==> src/rtl/irq_pkg.sv <==
package irq_pkg;

    // delivery view of the pending/in-service state
    typedef enum logic [1:0] {
        DLV_QUIET  = 2'd0,
        DLV_ASSERT = 2'd1,
        DLV_MASKED = 2'd2
    } dlv_state_e;

    // targets of the register write port
    typedef enum logic [1:0] {
        WSEL_TPR    = 2'd0,
        WSEL_EOI    = 2'd1,
        WSEL_ENABLE = 2'd2,
        WSEL_SPARE  = 2'd3
    } wsel_e;

endpackage

==> src/rtl/irq_prio_enc.sv <==
module irq_prio_enc #(
    parameter int N = 15,
    parameter int W = $clog2(N + 1)
) (
    input  logic [N-1:0] vec_i,
    output logic [W-1:0] top_o
);

    // bit i stands for level i+1; 0 means the vector is empty
    always_comb begin
        top_o = '0;
        for (int i = 0; i < N; i++) begin
            if (vec_i[i]) top_o = W'(i + 1);
        end
    end

endmodule

==> src/rtl/irq_level_store.sv <==
module irq_level_store #(
    parameter int N = 15,
    parameter int W = $clog2(N + 1)
) (
    input  logic         clk,
    input  logic         rst_n,
    input  logic [W-1:0] set_prio_i,
    input  logic [W-1:0] take_prio_i,
    input  logic [W-1:0] retire_prio_i,
    output logic [N-1:0] pend_nxt_o,
    output logic [N-1:0] insvc_nxt_o
);

    logic [N-1:0] pend_q, insvc_q;
    logic [N-1:0] set_m, take_m, retire_m;

    // level value 0 decodes to no bit, so it acts as a no-op
    for (genvar g = 0; g < N; g++) begin : g_lvl
        assign set_m[g]    = (set_prio_i    == W'(g + 1));
        assign take_m[g]   = (take_prio_i   == W'(g + 1));
        assign retire_m[g] = (retire_prio_i == W'(g + 1));
    end

    assign pend_nxt_o  = (pend_q  & ~take_m)   | set_m;
    assign insvc_nxt_o = (insvc_q & ~retire_m) | take_m;

    always_ff @(posedge clk or negedge rst_n) begin
        if (!rst_n) begin
            pend_q  <= '0;
            insvc_q <= '0;
        end else begin
            pend_q  <= pend_nxt_o;
            insvc_q <= insvc_nxt_o;
        end
    end

endmodule

==> src/rtl/irq_accept_unit.sv <==
module irq_accept_unit
    import irq_pkg::*;
#(
    parameter int LEVELS = 15,
    parameter int PW     = $clog2(LEVELS + 1)
) (
    input  logic          clk,
    input  logic          rst_n,
    input  logic          msg_valid,
    input  logic [PW-1:0] msg_prio,
    input  logic          wr_en,
    input  logic [1:0]    wr_sel,
    input  logic [PW-1:0] wr_data,
    input  logic          irq_ack,
    output logic          irq_req,
    output logic [PW-1:0] irq_prio
);

    localparam logic [PW-1:0] TOP_LEVEL = PW'(LEVELS);

    wsel_e         sel;
    dlv_state_e    state_q, state_d;
    logic [PW-1:0] tpr_q, tpr_nxt;
    logic          en_q, en_nxt;
    logic [PW-1:0] pend_top_q, insvc_top_q;
    logic [PW-1:0] pend_top_nxt, insvc_top_nxt;
    logic [PW-1:0] set_prio, take_prio, retire_prio;
    logic [LEVELS-1:0] pend_nxt, insvc_nxt;
    logic          do_tpr, do_eoi, do_en, accept, eligible_nxt;

    assign sel    = wsel_e'(wr_sel);
    assign do_tpr = wr_en && (sel == WSEL_TPR);
    assign do_eoi = wr_en && (sel == WSEL_EOI);
    assign do_en  = wr_en && (sel == WSEL_ENABLE);

    assign tpr_nxt = do_tpr ? wr_data : tpr_q;
    assign en_nxt  = do_en ? wr_data[0] : en_q;

    // acceptance filter: strictly above the threshold, within range
    assign accept      = msg_valid && (msg_prio > tpr_q) && (msg_prio <= TOP_LEVEL);
    assign set_prio    = accept ? msg_prio : '0;
    assign take_prio   = ((state_q == DLV_ASSERT) && irq_ack) ? pend_top_q : '0;
    assign retire_prio = do_eoi ? insvc_top_q : '0;

    irq_level_store #(.N(LEVELS), .W(PW)) u_store (
        .clk          (clk),
        .rst_n        (rst_n),
        .set_prio_i   (set_prio),
        .take_prio_i  (take_prio),
        .retire_prio_i(retire_prio),
        .pend_nxt_o   (pend_nxt),
        .insvc_nxt_o  (insvc_nxt)
    );

    irq_prio_enc #(.N(LEVELS), .W(PW)) u_pend_enc (
        .vec_i(pend_nxt),
        .top_o(pend_top_nxt)
    );

    irq_prio_enc #(.N(LEVELS), .W(PW)) u_insvc_enc (
        .vec_i(insvc_nxt),
        .top_o(insvc_top_nxt)
    );

    assign eligible_nxt = (pend_top_nxt > tpr_nxt) && (pend_top_nxt > insvc_top_nxt);

    // next-state: arm / arm_held / hold / release / drain / drain_held
    always_comb begin
        state_d = state_q;
        unique case (state_q)
            DLV_QUIET: begin
                if (eligible_nxt) state_d = en_nxt ? DLV_ASSERT : DLV_MASKED;
            end
            DLV_ASSERT: begin
                if (!eligible_nxt)  state_d = DLV_QUIET;
                else if (!en_nxt)   state_d = DLV_MASKED;
            end
            DLV_MASKED: begin
                if (!eligible_nxt)  state_d = DLV_QUIET;
                else if (en_nxt)    state_d = DLV_ASSERT;
            end
            default: state_d = DLV_QUIET;
        endcase
    end

    always_ff @(posedge clk or negedge rst_n) begin
        if (!rst_n) state_q <= DLV_QUIET;
        else        state_q <= state_d;
    end

    always_ff @(posedge clk or negedge rst_n) begin
        if (!rst_n) begin
            tpr_q       <= '0;
            en_q        <= 1'b1;
            pend_top_q  <= '0;
            insvc_top_q <= '0;
        end else begin
            tpr_q       <= tpr_nxt;
            en_q        <= en_nxt;
            pend_top_q  <= pend_top_nxt;
            insvc_top_q <= insvc_top_nxt;
        end
    end

    always_comb begin
        irq_req  = (state_q == DLV_ASSERT);
        irq_prio = irq_req ? pend_top_q : '0;
    end

endmodule

==> config.mk <==
export PLATFORM = sky130hd
export DESIGN_NAME = irq_accept_unit
export DESIGN_NICKNAME = d
export VERILOG_FILES = /design/src/rtl/irq_pkg.sv /design/src/rtl/irq_prio_enc.sv /design/src/rtl/irq_level_store.sv /design/src/rtl/irq_accept_unit.sv
export SDC_FILE = /design/constraint.sdc
export NUM_CORES = 1
export LEC_CHECK = 0
export BUFFER_PORTS_ARGS = -buffer_cell sky130_fd_sc_hd__buf_2
export CAP_MARGIN = 20
export CORE_MARGIN = 1.5
export CORE_UTILIZATION = 60
export CTS_BUF_LIST = sky130_fd_sc_hd__clkbuf_16
export CTS_CLUSTER_DIAMETER = 100
export DETAILED_ROUTE_END_ITERATION = 8
export GPL_ROUTABILITY_DRIVEN = 0
export PLACE_DENSITY = 0.82
export RECOVER_POWER = 50
export SKIP_CTS_REPAIR_TIMING = 1
export SLEW_MARGIN = 10
export SYNTH_ARGS = -nofsm -noshare
export SYNTH_HDL_FRONTEND = slang
export SYNTH_HIERARCHICAL = 1
export SYNTH_SLANG_ARGS = --single-unit
==> constraint.sdc <==
create_clock -name clk -period 4.7 [get_ports clk]
set_clock_uncertainty 0.1 [all_clocks]
set_input_delay 0 -clock clk [delete_from_list [all_inputs] [get_ports clk]]
set_output_delay 0 -clock clk [all_outputs]
set_load 0.02 [all_outputs]
==> results of run 1 <==
synth_stat cells, drive strengths merged, types with 5 or more instances:
cell      n
o21ai    19
inv      30
a32o      6
ha       12
nand3     5
nor2     23
dfrtp    44
and2     12
nor4bb    6
nor2b     8
a22o      8
clkbuf    7
a21oi     5
nand4bb   6
sequential cells by signal, indices dropped and copies added (netlist names):
signal / count
u_store/pend_q: 15
insvc_top_q: 4
state_q: 2
tpr_q: 4
u_store/insvc_q: 15
en_q: 1
pend_top_q: 4
cell families (layout without fill, tap and decap cells):
kind of cell / count (synthesis) / in the layout / synth area share
adders and majority gates: 12 / 12 / 0.05845
AOI/OAI and AO/OA: 55 / 55 / 0.1530
muxes: 2 / 2 / 0.01023
buffers and inverters: 39 / 63 / 0.06040
and+or+nand+nor: 105 / 105 / 0.2791
DFF: 45 / 45 / 0.4389
routing by layer:
layer / track usage / vias to the layer above / share of wire
li1: - / 1003 / -
met1: 0.3672 / 960 / 0.47
met2: 0.4195 / 50 / 0.48
met3: 0.04934 / 6 / 0.047
met4: 0.07500 / 0 / 0.0091
met5: 0 / - / 0
worst reg2reg max path: cells and delay by family, from the launching register on:
family | cells | cell delay [ns]
AOI/OAI and AO/OA | 4 | 1.13
adders and majority gates | 1 | 0.41
DFF | 1 | 0.39
and+or+nand+nor | 5 | 1.86
report_power, final:
part           switching (mW)  internal (mW)  total, mW
clock network           0.137          0.249      0.386
logic                   0.251          0.173      0.424
registers              0.0280          0.483      0.511
cell type report:
| class | count | area share |
|---|---|---|
| clock inverters | 3 | 0.01423 |
| well taps | 50 | 0.02156 |
| multi-input cells | 174 | 0.4433 |
| flip-flops and latches | 45 | 0.3885 |
| clock buffers | 5 | 0.04312 |
| inverters | 30 | 0.03881 |
| repair buffers | 25 | 0.05045 |
worst min-delay path by stage:
stage,endpoint,cells after the start,slack [ns],from
global route,en_q,3,0.06,wr_en
finish,en_q,3,0.04,wr_en
global placement,u_store/pend_q[2],1,0.11,rst_n
CTS,u_store/pend_q[0],1,-0.19,rst_n
detailed placement,u_store/pend_q[0],1,0.11,rst_n
floorplan,insvc_top_q[0],0,-0.40,rst_n
==> flow_summary_export.csv, run 1 <==
group,metric,value,unit
outcome,outcome,"complete, but fails checks",
outcome,violations,"capacitance limit, slew limit",
worst_setup_path,cp_num_cells,10,
detailed_routing,wire_per_inst,16.92,um
detailed_routing,detail-route-antenna-nets,0,
finish,postLayoutCoreUtil,0.7151,
clock_network,cts_sinks,45,
sta,tightest_slew,1.779,ns
detailed_routing,viasPerCell,6.081,
logic_synthesis,synth_flop_cell,"dfrtp_1",
clock_network,cts_tree,"yes",
die,die_area,0.004683,mm2
logic_synthesis,yosysUniqueCellTypes,47,
sta,finalCritPeriodShare,0.8532,
logic_synthesis,yosys.area.top_type,"dfrtp_1",
logic_synthesis,synth_warnings,6,
global_routing,overflow,0,
die,std_cell_rows,23,
finish,layoutNonFillerInstCount,332,
pwr,power.total,1.320,mW
die,core,0.004058,mm2
global_routing,grt_usage,0.2635,
sta,slew_viol_final,35,
placement,placed_cell_area,0.002684,mm2
finish,layout.nets,308,
finish,antenna-diode-count,0,
global_routing,grt_max_degree,46,
die,io_pins,20,
detailed_routing,drtIter0Drc,124,
logic_synthesis,syn_area,0.002569,mm2
detailed_routing,drcViolationCount,0,
worst_setup_path,critPathKind,"reg -> reg",
clock_network,cts_root_buffer,"clkbuf_16",
detailed_routing,drt_pre_antenna_iters,4,
worst_setup_path,slowest_delay,0.55,ns
placement,pre_cts_slack,0.7912,ns
worst_setup_path,slowest_stage,"or4b_1",
die,die_h,68.43,um
sta,fin_ws,0.6901,ns
pwr,p_leak,1.362,nW
finish,num-fill-cells,317,
sta,maxSlewHeadroom,-0.1863,
worst_setup_path,worstPathCellList,"nor2b_1, and3_1, or4b_1, a22o_1, nor4_1, o21ai_0, ha_1, a21o_1, a211oi_1, nor3b_1",
sta,tns,0,ns
global_routing,first_global_vias,1811,
logic_synthesis,synth_area_per_cell,9.956,um2
clock_network,htreeDepth,2,
global_routing,grt_pass1_wl,8.825,mm
logic_synthesis,synth.area.top_cells,"dfrtp_1 (43%), ha_1 (5.8%), inv_1 (4.4%)",
clock_network,clkTransAtPathRegs,0.06,ns
worst_setup_path,start_kind,"register",
worst_setup_path,r2r_end,"state_q[0]",
finish,multi_input_area,0.001286,mm2
detailed_routing,via_count,2019,
sta,period_needed,4.010,ns
sta,finalSetupViolations,0,
worst_setup_path,setup.worst_path.end_class,"register",
worst_setup_path,arrival,4.06,ns
worst_setup_path,reg2reg_slack,0.69,ns
finish,seq_area,0.001127,mm2
clock_network,cts_buffers,5,
worst_setup_path,critPathMaxFanout,15,
logic_synthesis,synth_cells,258,
placement,io_buffers,19,
placement,dpl.cell_count,318,
worst_setup_path,crit_family,"simple AND/OR/NAND/NOR gates",
worst_setup_path,endpoint,"state_q[0]",
sta,hold_ws,0.04192,ns
worst_setup_path,crit_buf_inv,0,
finish,layout_commonest_cell,"dfrtp_1",
worst_setup_path,crit_start,"state_q[1]",
sta,rsz0062_at_grt,"false",
finish,design_area,0.002902,mm2
hold_path,hp-class,"in -> reg",
logic_synthesis,synth_edf_count,0,
clock_network,clkLatencyLatePin,0.28,ns
logic_synthesis,synth-seq-area-share,0.4389,
placement,dpl.hpwl,4.211,mm
worst_setup_path,worstPathRequired,4.75,ns
pwr,ir_worst_vdd,257.4,uV
flow_run,maxCapViolations,1,
global_routing,grt_antenna_before_repair,0,
sta,timing.fmax,0.2494,GHz
die,die_w,68.43,um
finish,layout-drive-gt1-share,0.1099,
logic_synthesis,async_flop_share,1.000,
finish,area_growth,12.96,%
pwr,power_density,455.0,mW/mm2
worst_setup_path,worstReg2RegStart,"state_q[1]",
logic_synthesis,synth_top_area_share,0.4286,
logic_synthesis,ys_ff_latch,45,
clock_network,clockBufferDepth,2,
die,initial_utilization,0.6331,
logic_synthesis,synth.net_count,285,
detailed_routing,drt-total-wl,5.617,mm
finish,final_cell_mix,"dfrtp_1 (44), inv_1 (30), nor2_1 (23)",
worst_setup_path,rr_worst_depth,10,
sta,hold_viol,0,
Power figures use the tool's default switching activity.
==> run 2, diff against run 1 <==
- CELL_PAD_IN_SITES_DETAIL_PLACEMENT: unset -> 2
- CELL_PAD_IN_SITES_GLOBAL_PLACEMENT: unset -> 2
- CORE_UTILIZATION: 60 -> 38
- PLACE_DENSITY: 0.82 -> 0.8
==> flow_summary_export.csv, run 2 (synthesis gave the netlist of run 1 again) <==
group,metric,value,unit
pwr,ir_worst_vdd,172.7,uV
global_routing,first_global_vias,2282,
clock_network,clockBufferDepth,2,
outcome,violations,"capacitance limit, slew limit",
die,std_cell_rows,29,
die,die_h,85.22,um
clock_network,cts_root_buffer,"clkbuf_16",
sta,rsz0062_at_grt,"false",
global_routing,use_met1,0.2976,
pwr,power.total,1.308,mW
pwr,clock_power_share,0.259,
global_routing,grt_pass1_wl,12.25,mm
detailed_routing,drt-total-wl,7.448,mm
sta,timing.fmax,0.2441,GHz
finish,antenna-diode-count,0,
detailed_routing,wire_per_inst,20.69,um
finish,final_cell_mix,"dfrtp_1 (44), inv_1 (30), nor2_1 (23)",
global_routing,met2_usage,0.3651,
die,io_pins,20,
worst_setup_path,worstPathRequired,4.75,ns
global_routing,grt_usage,0.2206,
worst_setup_path,arrival,4.15,ns
placement,dpl.hpwl,5.480,mm
finish,area_growth,13.35,%
sta,period_needed,4.097,ns
pwr,p_leak,1.356,nW
die,initial_utilization,0.4000,
clock_network,cts_tree,"yes",
global_routing,gr-max-usage-layer,"met2",
pwr,internal_power,849.5,uW
detailed_routing,drtIter0Drc,108,
finish,postLayoutCoreUtil,0.4533,
finish,num-fill-cells,683,
sta,tightest_slew,1.938,ns
clock_network,clkLatencyLatePin,0.28,ns
pwr,power_frac_comb,0.348,
clock_network,htreeDepth,2,
sta,hold_viol,0,
clock_network,cts_buffers,5,
sta,slew_viol_final,37,
detailed_routing,detail-route-antenna-nets,0,
worst_setup_path,setup.worst_path.end_class,"register",
hold_path,hp-class,"in -> reg",
worst_setup_path,critPathKind,"reg -> reg",
finish,multi_input_area,0.001282,mm2
finish,seq_area,0.001127,mm2
finish,reg_top3,"u_store/insvc_q x15, u_store/pend_q x15",
finish,layout-drive-gt1-share,0.1095,
worst_setup_path,start_kind,"register",
detailed_routing,viasPerCell,5.972,
finish,layout.nets,309,
global_routing,use_met3,0.04183,
clock_network,cts_sinks,45,
placement,pre_cts_slack,0.6418,ns
pwr,p_sw,458.8,uW
pwr,sw_frac_of_total,0.3507,
detailed_routing,via_count,2150,
finish,layout_commonest_cell,"dfrtp_1",
pwr,p_seq_frac,0.393,
worst_setup_path,critPathMaxFanout,15,
die,die_area,0.007262,mm2
detailed_routing,drcViolationCount,0,
flow_run,maxCapViolations,1,
sta,maxSlewHeadroom,-0.2917,
sta,finalCritPeriodShare,0.8717,
detailed_routing,drt_pre_antenna_iters,4,
sta,finalSetupViolations,0,
die,core,0.006422,mm2
outcome,outcome,"complete, but fails checks",
global_routing,grt_antenna_before_repair,0,
clock_network,clkTransAtPathRegs,0.06,ns
placement,io_buffers,19,
global_routing,grt_max_degree,46,
sta,tns,0,ns
pwr,power_density,449.4,mW/mm2
sta,fin_ws,0.6029,ns
die,die_w,85.22,um
global_routing,overflow,0,
run 2: cell type report:
class                      count  share of cell area
timing repair buffer          26             0.05329
tap                           77             0.03309
sequential                    45              0.3872
clock inverter                 3            0.004297
multi-input combinational    174              0.4405
clock buffer                   5             0.04297
inverter                      30             0.03868
run 2: power by group through the flow:
stage          registers [mW]  logic [mW]  clock network [mW]
2_1_floorplan           0.508       0.324                   0
3_3_place_gp            0.518       0.426                   0
3_5_place_dp            0.520       0.445                   0
4_1_cts                 0.515       0.452               0.348
5_1_grt                 0.523       0.507               0.361
6_report                0.514       0.455               0.339
run 2: path summary, 6_finish.rpt:
check | to | from | slack [ns] | cells after the start
worst max-delay path | state_q[0] | state_q[1] | 0.60 | 11
worst min-delay path | tpr_q[1] | wr_sel[0] | 0.05 | 5
worst max register to register | state_q[0] | state_q[1] | 0.60 | 11
worst min register to register | u_store/pend_q[0] | u_store/pend_q[0] | 0.44 | 1
max in group asynchronous | tpr_q[1] | rst_n | 2.18 | 3
min in group asynchronous | u_store/insvc_q[8] | rst_n | 0.12 | 2
run 2: through the flow:
step / cells / instance area (um2) / hold WS (ns)
6_report: 360 / 2912 / 0.04589
5_1_grt: 360 / 2912 / 0.08062
4_1_cts: 354 / 2863 / -0.1566
3_5_place_dp: 346 / 2725 / 0.1394
3_3_place_gp: 346 / 2725 / 0.1368
2_1_floorplan: 258 / 2569 / -0.3956
run 2: metal layers:
metal,routed length [um],up-vias,share of wire
met5,0,-,0
met3,332,13,0.045
met4,143,0,0.019
li1,-,996,-
met2,3618,62,0.49
met1,3353,1079,0.45
run 2: critical path: stages (launching register included):
cell and delay, ns:
dfrtp_1 0.37, nor2b_1 0.41, and3_1 0.50, or4b_1 0.57, a22o_1 0.31, nor2_1 0.18, nand2_1 0.08, o21ai_0 0.41
ha_1 0.35, a21o_1 0.20, a211oi_1 0.38, nor3b_1 0.09
